## src/rtl/commutation_gate_ctrl.sv

```systemverilog
module commutation_gate_ctrl #(
  parameter int NPH = 3,
  parameter int W   = 16
) (
  input  logic             clk,
  input  logic             rst_n,
  input  logic             xfer_req,
  input  logic [NPH*W-1:0] v_pref,
  input  logic [NPH*W-1:0] v_alt,
  input  logic [NPH*W-1:0] i_pref,
  input  logic [W-1:0]     dv1_min,
  input  logic [W-1:0]     dv2_min,
  input  logic [W-1:0]     zc_band,
  output logic [NPH-1:0]   pref_en,
  output logic [NPH-1:0]   alt_en,
  output logic [NPH-1:0]   xferred
);

  typedef enum logic [2:0] {
    ON_PREF, WAIT_ZC, WAIT_POSDIFF, ON_ALT, RET_WAIT_ZC
  } ph_state_t;

  localparam int MW = W + 2;

  genvar p;
  generate
    for (p = 0; p < NPH; p++) begin : g_ph
      logic [W-1:0]  vp, va, ip, ip_q;
      logic [W:0]    mag_vp, mag_va, mag_ip;
      logic [MW-1:0] gap, sep, sep_mag;
      logic          same_sign, oppose, gap_pos, fire_i, fire_iv, zc;
      ph_state_t     st, st_nx;

      assign vp = v_pref[p*W +: W];
      assign va = v_alt[p*W +: W];
      assign ip = i_pref[p*W +: W];

      assign mag_vp = vp[W-1] ? ((W+1)'(0) - {1'b1, vp}) : {1'b0, vp};
      assign mag_va = va[W-1] ? ((W+1)'(0) - {1'b1, va}) : {1'b0, va};
      assign mag_ip = ip[W-1] ? ((W+1)'(0) - {1'b1, ip}) : {1'b0, ip};

      assign gap     = {1'b0, mag_vp} - {1'b0, mag_va};
      assign sep     = {{2{vp[W-1]}}, vp} - {{2{va[W-1]}}, va};
      assign sep_mag = sep[MW-1] ? (MW'(0) - sep) : sep;

      assign same_sign = (vp[W-1] == va[W-1]) && (va[W-1] == ip[W-1]);
      assign oppose    = (va[W-1] == ip[W-1]) && (vp[W-1] != va[W-1]);
      assign gap_pos   = !gap[MW-1] && (gap != MW'(0));
      assign fire_i    = same_sign && gap_pos && (gap > {2'b00, dv1_min});
      assign fire_iv   = oppose && (sep_mag > {2'b00, dv2_min});
      assign zc        = (ip[W-1] != ip_q[W-1]) || (mag_ip < {1'b0, zc_band});

      always_comb begin
        st_nx = st;
        unique case (st)
          ON_PREF:
            if (xfer_req) begin
              if (fire_i || fire_iv) st_nx = ON_ALT;
              else if (same_sign)    st_nx = WAIT_ZC;
            end
          WAIT_ZC:
            if (!xfer_req) st_nx = ON_PREF;
            else if (zc) begin
              if (gap_pos)        st_nx = ON_ALT;
              else if (same_sign) st_nx = WAIT_POSDIFF;
              else                st_nx = ON_PREF;
            end
          WAIT_POSDIFF:
            if (!xfer_req)               st_nx = ON_PREF;
            else if (!same_sign)         st_nx = ON_PREF;
            else if (gap_pos)            st_nx = ON_ALT;
          ON_ALT:
            if (!xfer_req) st_nx = RET_WAIT_ZC;
          RET_WAIT_ZC:
            if (zc) st_nx = ON_PREF;
          default: st_nx = ON_PREF;
        endcase
      end

      always_ff @(posedge clk) begin
        if (!rst_n) begin
          st   <= ON_PREF;
          ip_q <= '0;
        end else begin
          st   <= st_nx;
          ip_q <= ip;
        end
      end

      assign pref_en[p] = (st == ON_PREF) || (st == WAIT_ZC) || (st == WAIT_POSDIFF);
      assign alt_en[p]  = (st == ON_ALT);
      assign xferred[p] = (st == ON_ALT) || (st == RET_WAIT_ZC);

      assert_exclusive_R7: assert property (@(posedge clk) disable iff (!rst_n)
        !(pref_en[p] && alt_en[p]));
      assert_handover_R7: assert property (@(posedge clk) disable iff (!rst_n)
        $rose(alt_en[p]) |-> $fell(pref_en[p]));
      assert_fire_needs_req_R2: assert property (@(posedge clk) disable iff (!rst_n)
        $rose(alt_en[p]) |-> $past(xfer_req));
      assert_drop_clears_R8: assert property (@(posedge clk) disable iff (!rst_n)
        !xfer_req |=> !alt_en[p]);
      assert_flag_gap_R11: assert property (@(posedge clk) disable iff (!rst_n)
        (xferred[p] && !alt_en[p]) |-> !pref_en[p]);
      assert_flag_set_R11: assert property (@(posedge clk) disable iff (!rst_n)
        alt_en[p] |-> xferred[p]);
    end
  endgenerate

endmodule

```

## config.mk

```make
export PLATFORM = sky130hd
export DESIGN_NAME = commutation_gate_ctrl
export DESIGN_NICKNAME = d
export VERILOG_FILES = /design/src/rtl/commutation_gate_ctrl.sv
export SDC_FILE = /design/constraint.sdc
export NUM_CORES = 1
export LEC_CHECK = 0
export ABC_AREA = 1
export BUFFER_PORTS_ARGS = -buffer_cell sky130_fd_sc_hd__buf_2
export CORE_MARGIN = 2
export CORE_UTILIZATION = 45
export DETAILED_ROUTE_END_ITERATION = 16
export MAX_ROUTING_LAYER = met4
export PLACE_DENSITY = 0.67
export SETUP_SLACK_MARGIN = 0.02
export SYNTH_ARGS = -nofsm -noshare
export SYNTH_HDL_FRONTEND = slang
export SYNTH_SLANG_ARGS = --single-unit
```

## constraint.sdc

```tcl
create_clock -name clk -period 4.6 [get_ports clk]
set_clock_uncertainty 0.2 [all_clocks]
set_input_delay 0.92 -clock clk [delete_from_list [all_inputs] [get_ports clk]]
set_output_delay 0.92 -clock clk [all_outputs]
set_load 0.01 [all_outputs]
```

Word-level counts from Yosys, hierarchy flattened
Index checks and enable logic that the tools add are counted.
{"block": "classes", "reduce_logical": 45, "mux": 49, "addsub": 18, "n_lt_le_gt_ge": 9, "eq_ne": 42}
{"operator": "$mux 17", "n": 9}
{"operator": "$sub 1x17->17 const A", "n": 9}
{"operator": "$gt 18x16->1", "n": 6}
{"operator": "$mux 3", "n": 28}
{"operator": "$mux 18", "n": 3}
{"operator": "$reduce_bool 18->1", "n": 3}
{"operator": "$sub 1x17->18 const A", "n": 3}
{"operator": "$sub 17x17->18", "n": 3}
{"operator": "$lt 17x16->1", "n": 3}
{"operator": "$sub 16x16->17", "n": 3}
{"operator": "$pmux 3 s5", "n": 3}
{"operator": "$eq 3x2->1 const B", "n": 6}
{"operator": "$logic_and 1x1->1", "n": 18}
{"operator": "$ne 2x2->1 const B", "n": 9}
{"operator": "$ne 3x3->1 const B", "n": 6}
{"operator": "$reduce_and 6->1", "n": 3}
{"operator": "$logic_or 1x1->1", "n": 15}
{"operator": "$mux 2", "n": 6}
{"operator": "$ne 4x4->1 const B", "n": 3}
{"operator": "$eq 3x1->1 const B", "n": 3}
{"operator": "$eq 3x3->1 const B", "n": 3}
{"operator": "$logic_not 3->1", "n": 3}
{"operator": "$eq 1x1->1", "n": 6}
{"operator": "$ne 1x1->1", "n": 6}
{"operator": "$logic_not 1->1", "n": 3}
{"block": "word_totals", "ff_bits": 57, "input_bits": 195, "out_inout_bits": 9, "wordCells": 169}

Longest topological paths before layout
Gate-level depths: netlist of run 1.
{"block": "depth", "depth_word": 11, "depth_mapped": 38, "ltp_nobuf": 38}

Least setup slack after synthesis of run 1
Ideal clock, no wire load.
{"block": "synth_path", "path_kind": "input-to-reg", "from": "in v_pref[16]", "to": "reg g_ph[1].st[1]", "stages": 30, "n_path_buf": 0, "setup_slack_ns": -0.136, "t_arrival_ns": 4.423, "required_time_ns": 4.287, "setup_time_ns": 0.113, "path_cell_list": "nor3_1 -> nor3b_1 -> inv_1 -> nor3_1 -> nand3_1 -> or3_1 -> nand2_1 -> o21ai_0 -> xor2_1 -> ha_1 -> nand2_1 -> nor2_1 -> and3_1 -> nand2_1 -> nand2_1 -> nand2_1 -> nand2_1 -> inv_1 -> ha_1 -> nand2_1 -> nor4_1 -> nand2_1 -> o31ai_1 -> nand2_1 -> nand4_1 -> nand2_1 -> nand2_1 -> nand2_1 -> nor2_1 -> nor2_1"}
{"block": "synth_between", "elab_chain_cells": 11, "word_cells_on_any_way": 24, "classes_between": "add/sub (4); order compare (2); eq/ne (2); mux (8); reduce/logical (8)"}
{"item": "start, declared", "line_no": "8", "rtl": "input logic [NPH*W-1:0] v_pref,"}
{"item": "branches (longest 11 deep; another with $sub 17x17->18)"}
{"item": "end signal, assigned", "line_no": "85", "rtl": "st <= st_nx;"}
{"item": "end, declared", "line_no": "32", "rtl": "ph_state_t st, st_nx;"}
Several ways; the timed one is not identified. The select of a mux whose other input is x is not followed.
A chain may end at the register's enable or synchronous reset.

Worst setup path in the final report of run 1
{"block": "layout_path", "from": "in v_alt[17]", "to": "reg g_ph[1].st[1]"}
{"block": "layout_between", "elab_chain_cells": 11, "word_cells_on_any_way": 24, "classes_between": "add/sub (4); order compare (2); eq/ne (2); mux (8); reduce/logical (8)"}
{"item": "start, declared", "line_no": "9", "rtl": "input logic [NPH*W-1:0] v_alt,"}
{"item": "branches (longest 11 deep; another with $sub 17x17->18)"}
Several ways; the timed one is not identified. The select of a mux whose other input is x is not followed.

==> flow_summary.toml, run 1 <==
[timing]
setup_viol = 7
tightestPinTransition_ns = 0.6395
hold_viol_final = 0
hold_ws_ns = 0.3237
drv_slew = 0
fmax_mhz = 208.6
setup_tns_ns = -0.8153
period_minus_slack_ns = 4.794
slew_headroom = 0.5692
timing.final.ws_setup_ns = -0.1936
min_period_over_period = 1.042
rsz0062_at_grt = "true"

[setup_path]
cpPeakStageDelay_ns = 0.33
crit_end = "g_ph[1].st[1]"
arrival_ns = 4.73
rrSetupSlack_ns = 2.77
critPathSlowestCell = "ha_1"
crit_path_start = "v_alt[17]"
end_kind = "flop"
reg2regPathDepth = 11
path_class = "in2reg"
cp-start-kind = "input port"
required_ns = 4.54
cp_max_fo = 4
crit_top_cell = "nand2_1"
r2r_end = "g_ph[0].st[1]"
timing.rr.start = "g_ph[0].st[2]"

[logic_synthesis]
ys_seq_elements = 12
syn_avg_cell_area_um2 = 5.592
synth_cells = 2658
synthFlopType = "dfxtp_1"
yosys.area.top_type = "ha_1"
synthTopCellsByArea = "ha_1, nand2_1, inv_1"
ys_warn_count = 0
async_reset_ff_frac = 0
syn_area_um2 = 14860
synth.distinct_cells = 53
synth_top_area_frac = 0.2096
synth_edf_count = 0
ys_seq_area_frac = 0.01616

[detailed_routing]
first_iter_violations = 1095
route.detailed.wl_per_inst_um = 14.04
firstDrtPassIters = 6
routed_wl_um = 51750
drcViolationCount = 0
detail-route-antenna-nets = 0
via_per_inst = 5.039
vias = 18570

[placed_design]
gp_congestion = 1.016
place_area_um2 = 19080
port-buffer-count = 203
place_ws_ns = -0.5915
dp_hpwl_um = 44570
dp_cells = 3651

[cts]
ctsRootBufferMaster = "clkbuf_16"
clock_sinks = 12
path_clk_slew_ns = 0.04
cts_tree = "built"
numCtsBuffers = 3
cts_buffer_depth = 2
clkLatencyLatePin_ns = 0.24
htreeDepth = 1

[grt]
grt_antenna_before_repair = 2
grt_pass1_wl_um = 81280
grtUsageMet2 = 0.5158
gr-total-overflow = 0
grt_max_degree = 18
grt-busiest-layer = "met2"
track_usage = 0.2966
grt_pass1_vias = 17650
met3_usage = 0.02289
met1_usage = 0.3684

[power]
p_seq_frac = 0.034
total_leakage_power_nw = 11.79
net-switching-power_mw = 2.597
powerDensity_nw_per_um2 = 232.6
pwr-share-clk = 0.037
swShare = 0.5430
p_int_mw = 2.186
power_frac_comb = 0.930
total_power_mw = 4.782
peakVddDrop_mv = 0.1115

[final_layout]
instances_no_fill = 3685
final_common_cell = "nand2_1"
drive_above_1_share = 0.2786
final_util = 0.6319
syn_to_final_growth_pct = 38.33
design_area_um2 = 20560
final_cell_mix = "nand2_1, inv_1, buf_4"
nets = 3692

[min_path]
hold_class = "reg2reg"

[job]
drv_cap = 0

[die]
initial_core_util = 0.4569
ios = 204
die_x_um = 185.7
fp.dieArea_um2 = 34500
fp.dieH_um = 185.7
coreArea_um2 = 32540
fp-row-count = 66

[run_status]
violations = "negative setup slack"
outcome = "finished with violations"
layout make-up:
cell class / count / area [um^2]
well taps: 442 / 553.0
multi-input cells: 2120 / 13730
flip-flops and latches: 12 / 240.2
clock buffers: 4 / 88.84
diodes: 2 / 5.005
repair buffers: 588 / 3984
fillers: 3240 / 11980
inverters: 517 / 1963
per-layer routing:
layer | vias up | share of wire
met5 | - | 0
met4 | 0 | 0.032
met3 | 101 | 0.047
met2 | 465 | 0.47
met1 | 8383 | 0.45
li1 | 9619 | -
synth_stat cells (7+ instances only):
library cell / n
inv_1: 507
ha_1: 249
nand3_1: 143
and2_1: 7
nor2_1: 274
o21ai_0: 80
a31oi_1: 10
xnor2_1: 45
a21o_1: 10
nand3b_1: 23
nand2_2: 33
a21oi_2: 9
dfxtp_1: 12
nor3_1: 65
nor2_2: 10
a211oi_1: 8
nand4_1: 42
nor4_1: 18
o31ai_1: 9
xor2_1: 134
nand2_1: 721
a21oi_1: 151
clkbuf_1: 10
o21bai_1: 8
nand3_2: 12
repair_timing:
item / 4_1_cts / 5_1_grt
setup buffers: 10 / 18
gates resized for setup: 116 / 187
hold buffers: 0 / 0
gates cloned: 0 / 0
pin swaps: 34 / 102
endpoints found under the setup margin: 9 / 9
kinds of logic after synthesis:
group	after synthesis	share of synthesized area
AO/OA/AOI/OAI	300	0.1120
XOR/XNOR	186	0.1154
adder cells (fa/ha/maj)	255	0.2177
buffers and inverters	530	0.1348
flip-flops	12	0.01616
other	2	0.0005052
AND/OR/NAND/NOR	1373	0.4034
worst max-delay path: cells and delay by family:
| family | cells | cell delay [ns] |
|---|---|---|
| AO/OA/AOI/OAI | 2 | 0.44 |
| adder cells (fa/ha/maj) | 3 | 0.79 |
| AND/OR/NAND/NOR | 18 | 1.72 |
| XOR/XNOR | 1 | 0.14 |
| buffers and inverters | 8 | 0.70 |
sequential cells by signal (all words and copies together), names as in the netlist:
signal     cells
g_ph.st        9
g_ph.ip_q      3
worst min path at each step:
stage	slack (ns)	cells after the start	startpoint	to
final	0.32	2	g_ph[0].st[0]	g_ph[0].st[0]
after detailed placement	0.31	2	g_ph[0].st[0]	g_ph[0].st[0]
after global placement	0.30	2	g_ph[0].st[0]	g_ph[0].st[0]
after floorplan	0.28	2	g_ph[0].st[0]	g_ph[0].st[0]
after CTS	0.32	2	g_ph[0].st[1]	g_ph[0].st[1]
after global routing	0.36	2	g_ph[0].st[0]	g_ph[0].st[0]
power groups by stage:
stage | sequential, mW | clock, mW | combinational [mW]
after CTS | 0.159 | 0.179 | 4.11
after detailed placement | 0.161 | 0 | 3.95
after global placement | 0.159 | 0 | 3.86
after global routing | 0.163 | 0.182 | 4.96
after floorplan | 0.155 | 0 | 2.47
final | 0.160 | 0.175 | 4.45
(Power assumes the default switching activity.)
==> inputs of run 2 (changes only) <==
==> config.mk (replaced) <==
export PLATFORM = sky130hd
export DESIGN_NAME = commutation_gate_ctrl
export DESIGN_NICKNAME = d
export VERILOG_FILES = /design/src/rtl/commutation_gate_ctrl.sv
export SDC_FILE = /design/constraint.sdc
export NUM_CORES = 1
export LEC_CHECK = 0
export ABC_AREA = 0
export BUFFER_PORTS_ARGS = -buffer_cell sky130_fd_sc_hd__buf_4
export CORE_MARGIN = 2
export CORE_UTILIZATION = 45
export DETAILED_ROUTE_END_ITERATION = 16
export MAX_ROUTING_LAYER = met4
export PLACE_DENSITY = 0.68
export SETUP_SLACK_MARGIN = 0.02
export SKIP_LAST_GASP = 1
export SYNTH_ARGS = -nofsm -noshare
export SYNTH_HDL_FRONTEND = slang
export SYNTH_SLANG_ARGS = --single-unit
==> run 2 against run 1 <==
The flow still finishes with violations (negative setup slack). Count of clock-buffer cells in the layout is the same. Register-to-register slack got worse by 0.86 ns. Via count decreased by 6.3%. Routed wire length is 0.51% lower. Worst hold slack improved by 0.13 ns. Sequential cell count is the same. Highest routed layer unchanged. Largest power group unchanged. Non-clock buffer count up 171. Global-route usage is 3.1 points higher.
==> flow_summary.toml, run 2 <==
[final_layout]
final_common_cell = "buf_4"
drive_above_1_share = 0.3470
design_area_um2 = 20590
final_cell_mix = "buf_4, ha_1, xnor2_1"
reg.largest.list = "g_ph.st x9, g_ph.ip_q x3"
nets = 3125
syn_to_final_growth_pct = 51.97
largest_reg_flops = 9
n_antenna_cell = 0
top_register = "g_ph.st"

[power]
total_power_mw = 4.537
total_leakage_power_nw = 9.930
peakVddDrop_mv = 0.1377
powerDensity_nw_per_um2 = 220.4

[die]
ios = 204
fp-row-count = 63
fp.dieH_um = 177.5
die_x_um = 177.5
coreArea_um2 = 29640
fp.dieArea_um2 = 31510
initial_core_util = 0.4571

[cts]
clkLatencyLatePin_ns = 0.24
ctsRootBufferMaster = "clkbuf_16"
cts_buffer_depth = 2
cts_tree = "built"
htreeDepth = 1
clock_sinks = 12
numCtsBuffers = 3
path_clk_slew_ns = 0.04

[logic_synthesis]
syn_avg_cell_area_um2 = 6.943
syn_area_um2 = 13550
synth.distinct_cells = 80
synth_most_common_cell = "ha_1"
ys_seq_elements = 12
synth_top_area_frac = 0.2300
async_reset_ff_frac = 0
synth_cells = 1951
synth_common_cells = "ha_1, xnor2_1, nand2_1"
ys_seq_area_frac = 0.01773
synthTopCellsByArea = "ha_1, xnor2_1, nand2_1"
ys_warn_count = 0
yosys.area.top_type = "ha_1"
synth_edf_count = 0
synthFlopType = "dfxtp_1"

[timing]
drv_slew = 0
tightestPinTransition_ns = 0.6001
fmax_mhz = 183.6
setup_viol = 8
period_minus_slack_ns = 5.447
timing.final.ws_setup_ns = -0.8474
slew_headroom = 0.5957
setup_tns_ns = -5.075
hold_viol_final = 0
rsz0062_at_grt = "true"
min_period_over_period = 1.184

[detailed_routing]
drcViolationCount = 0
via_per_inst = 5.675
vias = 17390
routed_wl_um = 51480
route.detailed.wl_per_inst_um = 16.80
detail-route-antenna-nets = 0
firstDrtPassIters = 5
first_iter_violations = 1034

[grt]
track_usage = 0.3272
grt_max_degree = 20
grt_pass1_wl_um = 82350
grt_pass1_vias = 17120
gr-total-overflow = 0
grt_antenna_before_repair = 0

[placed_design]
place_area_um2 = 19670
port-buffer-count = 203
dp_hpwl_um = 44180
gp_congestion = 0.9572

[setup_path]
path_class = "in2reg"
cp-start-kind = "input port"
arrival_ns = 5.38
end_kind = "flop"
cp_max_fo = 4
required_ns = 4.53

[run_status]
outcome = "finished with violations"
violations = "negative setup slack"

[job]
drv_cap = 0

[min_path]
hold_class = "reg2reg"
-- run 2: worst paths after layout --
| path | startpoint | endpoint | slack [ns] | depth (start not counted) |
|---|---|---|---|---|
| hold / removal | g_ph[0].st[2] | g_ph[0].st[0] | 0.45 | 1 |
| hold reg to reg | g_ph[0].st[2] | g_ph[0].st[0] | 0.45 | 1 |
| setup / recovery | v_alt[16] | g_ph[1].st[1] | -0.85 | 26 |
| setup reg to reg | g_ph[2].st[2] | g_ph[2].st[0] | 1.91 | 7 |
-- run 2: layer usage --
metal  vias to the layer above  routed length [um]  track usage
li1                       8647                   -            -
met1                      8076               21740       0.3914
met2                       539               24630       0.5614
met3                       127                3330      0.05249
met4                         0                1780      0.09973
met5                         -                   0            -
-- run 2: worst max-delay path, stage by stage --
cell,delay [ns]
buf_4,0.13
buf_4,0.14
inv_1,0.05
ha_1,0.16
nand3_1,0.15
o31ai_4,0.26
and2_4,0.19
xnor2_1,0.11
ha_1,0.26
and4_2,0.27
a21boi_0,0.15
a31oi_1,0.19
a21boi_0,0.13
or3_1,0.34
and2_1,0.17
ha_1,0.29
a21o_1,0.16
a21oi_1,0.15
nor2b_1,0.06
o21ai_1,0.14
nand2b_1,0.09
a221oi_2,0.26
a41oi_1,0.07
o31ai_1,0.20
o21ai_1,0.10
o221a_2,0.27
-- run 2: what timing repair did --
item / CTS / global route
buffers inserted: 13 / 9
gates cloned: 1 / 0
pin swaps: 78 / 48
setup endpoints to repair: 8 / 8
hold endpoints to repair: 0 / 0
gates resized for setup: 85 / 63
hold buffers: 0 / 0
-- run 2: report_power, final --
group / internal, mW / switching (mW)
Combinational: 2.10 / 2.09
Clock: 0.131 / 0.0463
Sequential: 0.120 / 0.0460
-- run 2: cell families (layout without fill, tap and decap cells) --
group / Yosys count / after routing / synth area share
flip-flops: 12 / 12 / 0.01773
AO/OA/AOI/OAI: 565 / 565 / 0.2792
other: 2 / 6 / 0.0005544
adder cells (fa/ha/maj): 255 / 255 / 0.2388
XOR/XNOR: 219 / 219 / 0.1416
AND/OR/NAND/NOR: 681 / 681 / 0.2600
multiplexers: 3 / 3 / 0.002217
buffers and inverters: 214 / 933 / 0.05985
-- run 2: metrics by stage --
| stage | hold WS [ns] | utilization | worst slack (ns) | std cells |
|---|---|---|---|---|
| 2_1_floorplan | 0.3444 | - | -0.8840 | 1955 |
| 3_3_place_gp | 0.3921 | 0.6638 | -1.189 | 3039 |
| 3_5_place_dp | 0.4066 | 0.6638 | -1.271 | 3039 |
| 4_1_cts | 0.4278 | 0.6838 | -0.8763 | 3056 |
| 5_1_grt | 0.4914 | 0.6946 | -1.103 | 3064 |
| 6_report | 0.4517 | 0.6946 | -0.8474 | 3064 |
-- run 2: area by class of cell --
| type | count | area [um^2] |
|---|---|---|
| Multi-Input combinational cell | 1729 | 13350 |
| Timing Repair Buffer | 759 | 5747 |
| Tap cell | 390 | 488.0 |
| Clock buffer | 4 | 88.84 |
| Fill cell | 2595 | 9051 |
| Inverter | 170 | 669.4 |
| Sequential cell | 12 | 240.2 |
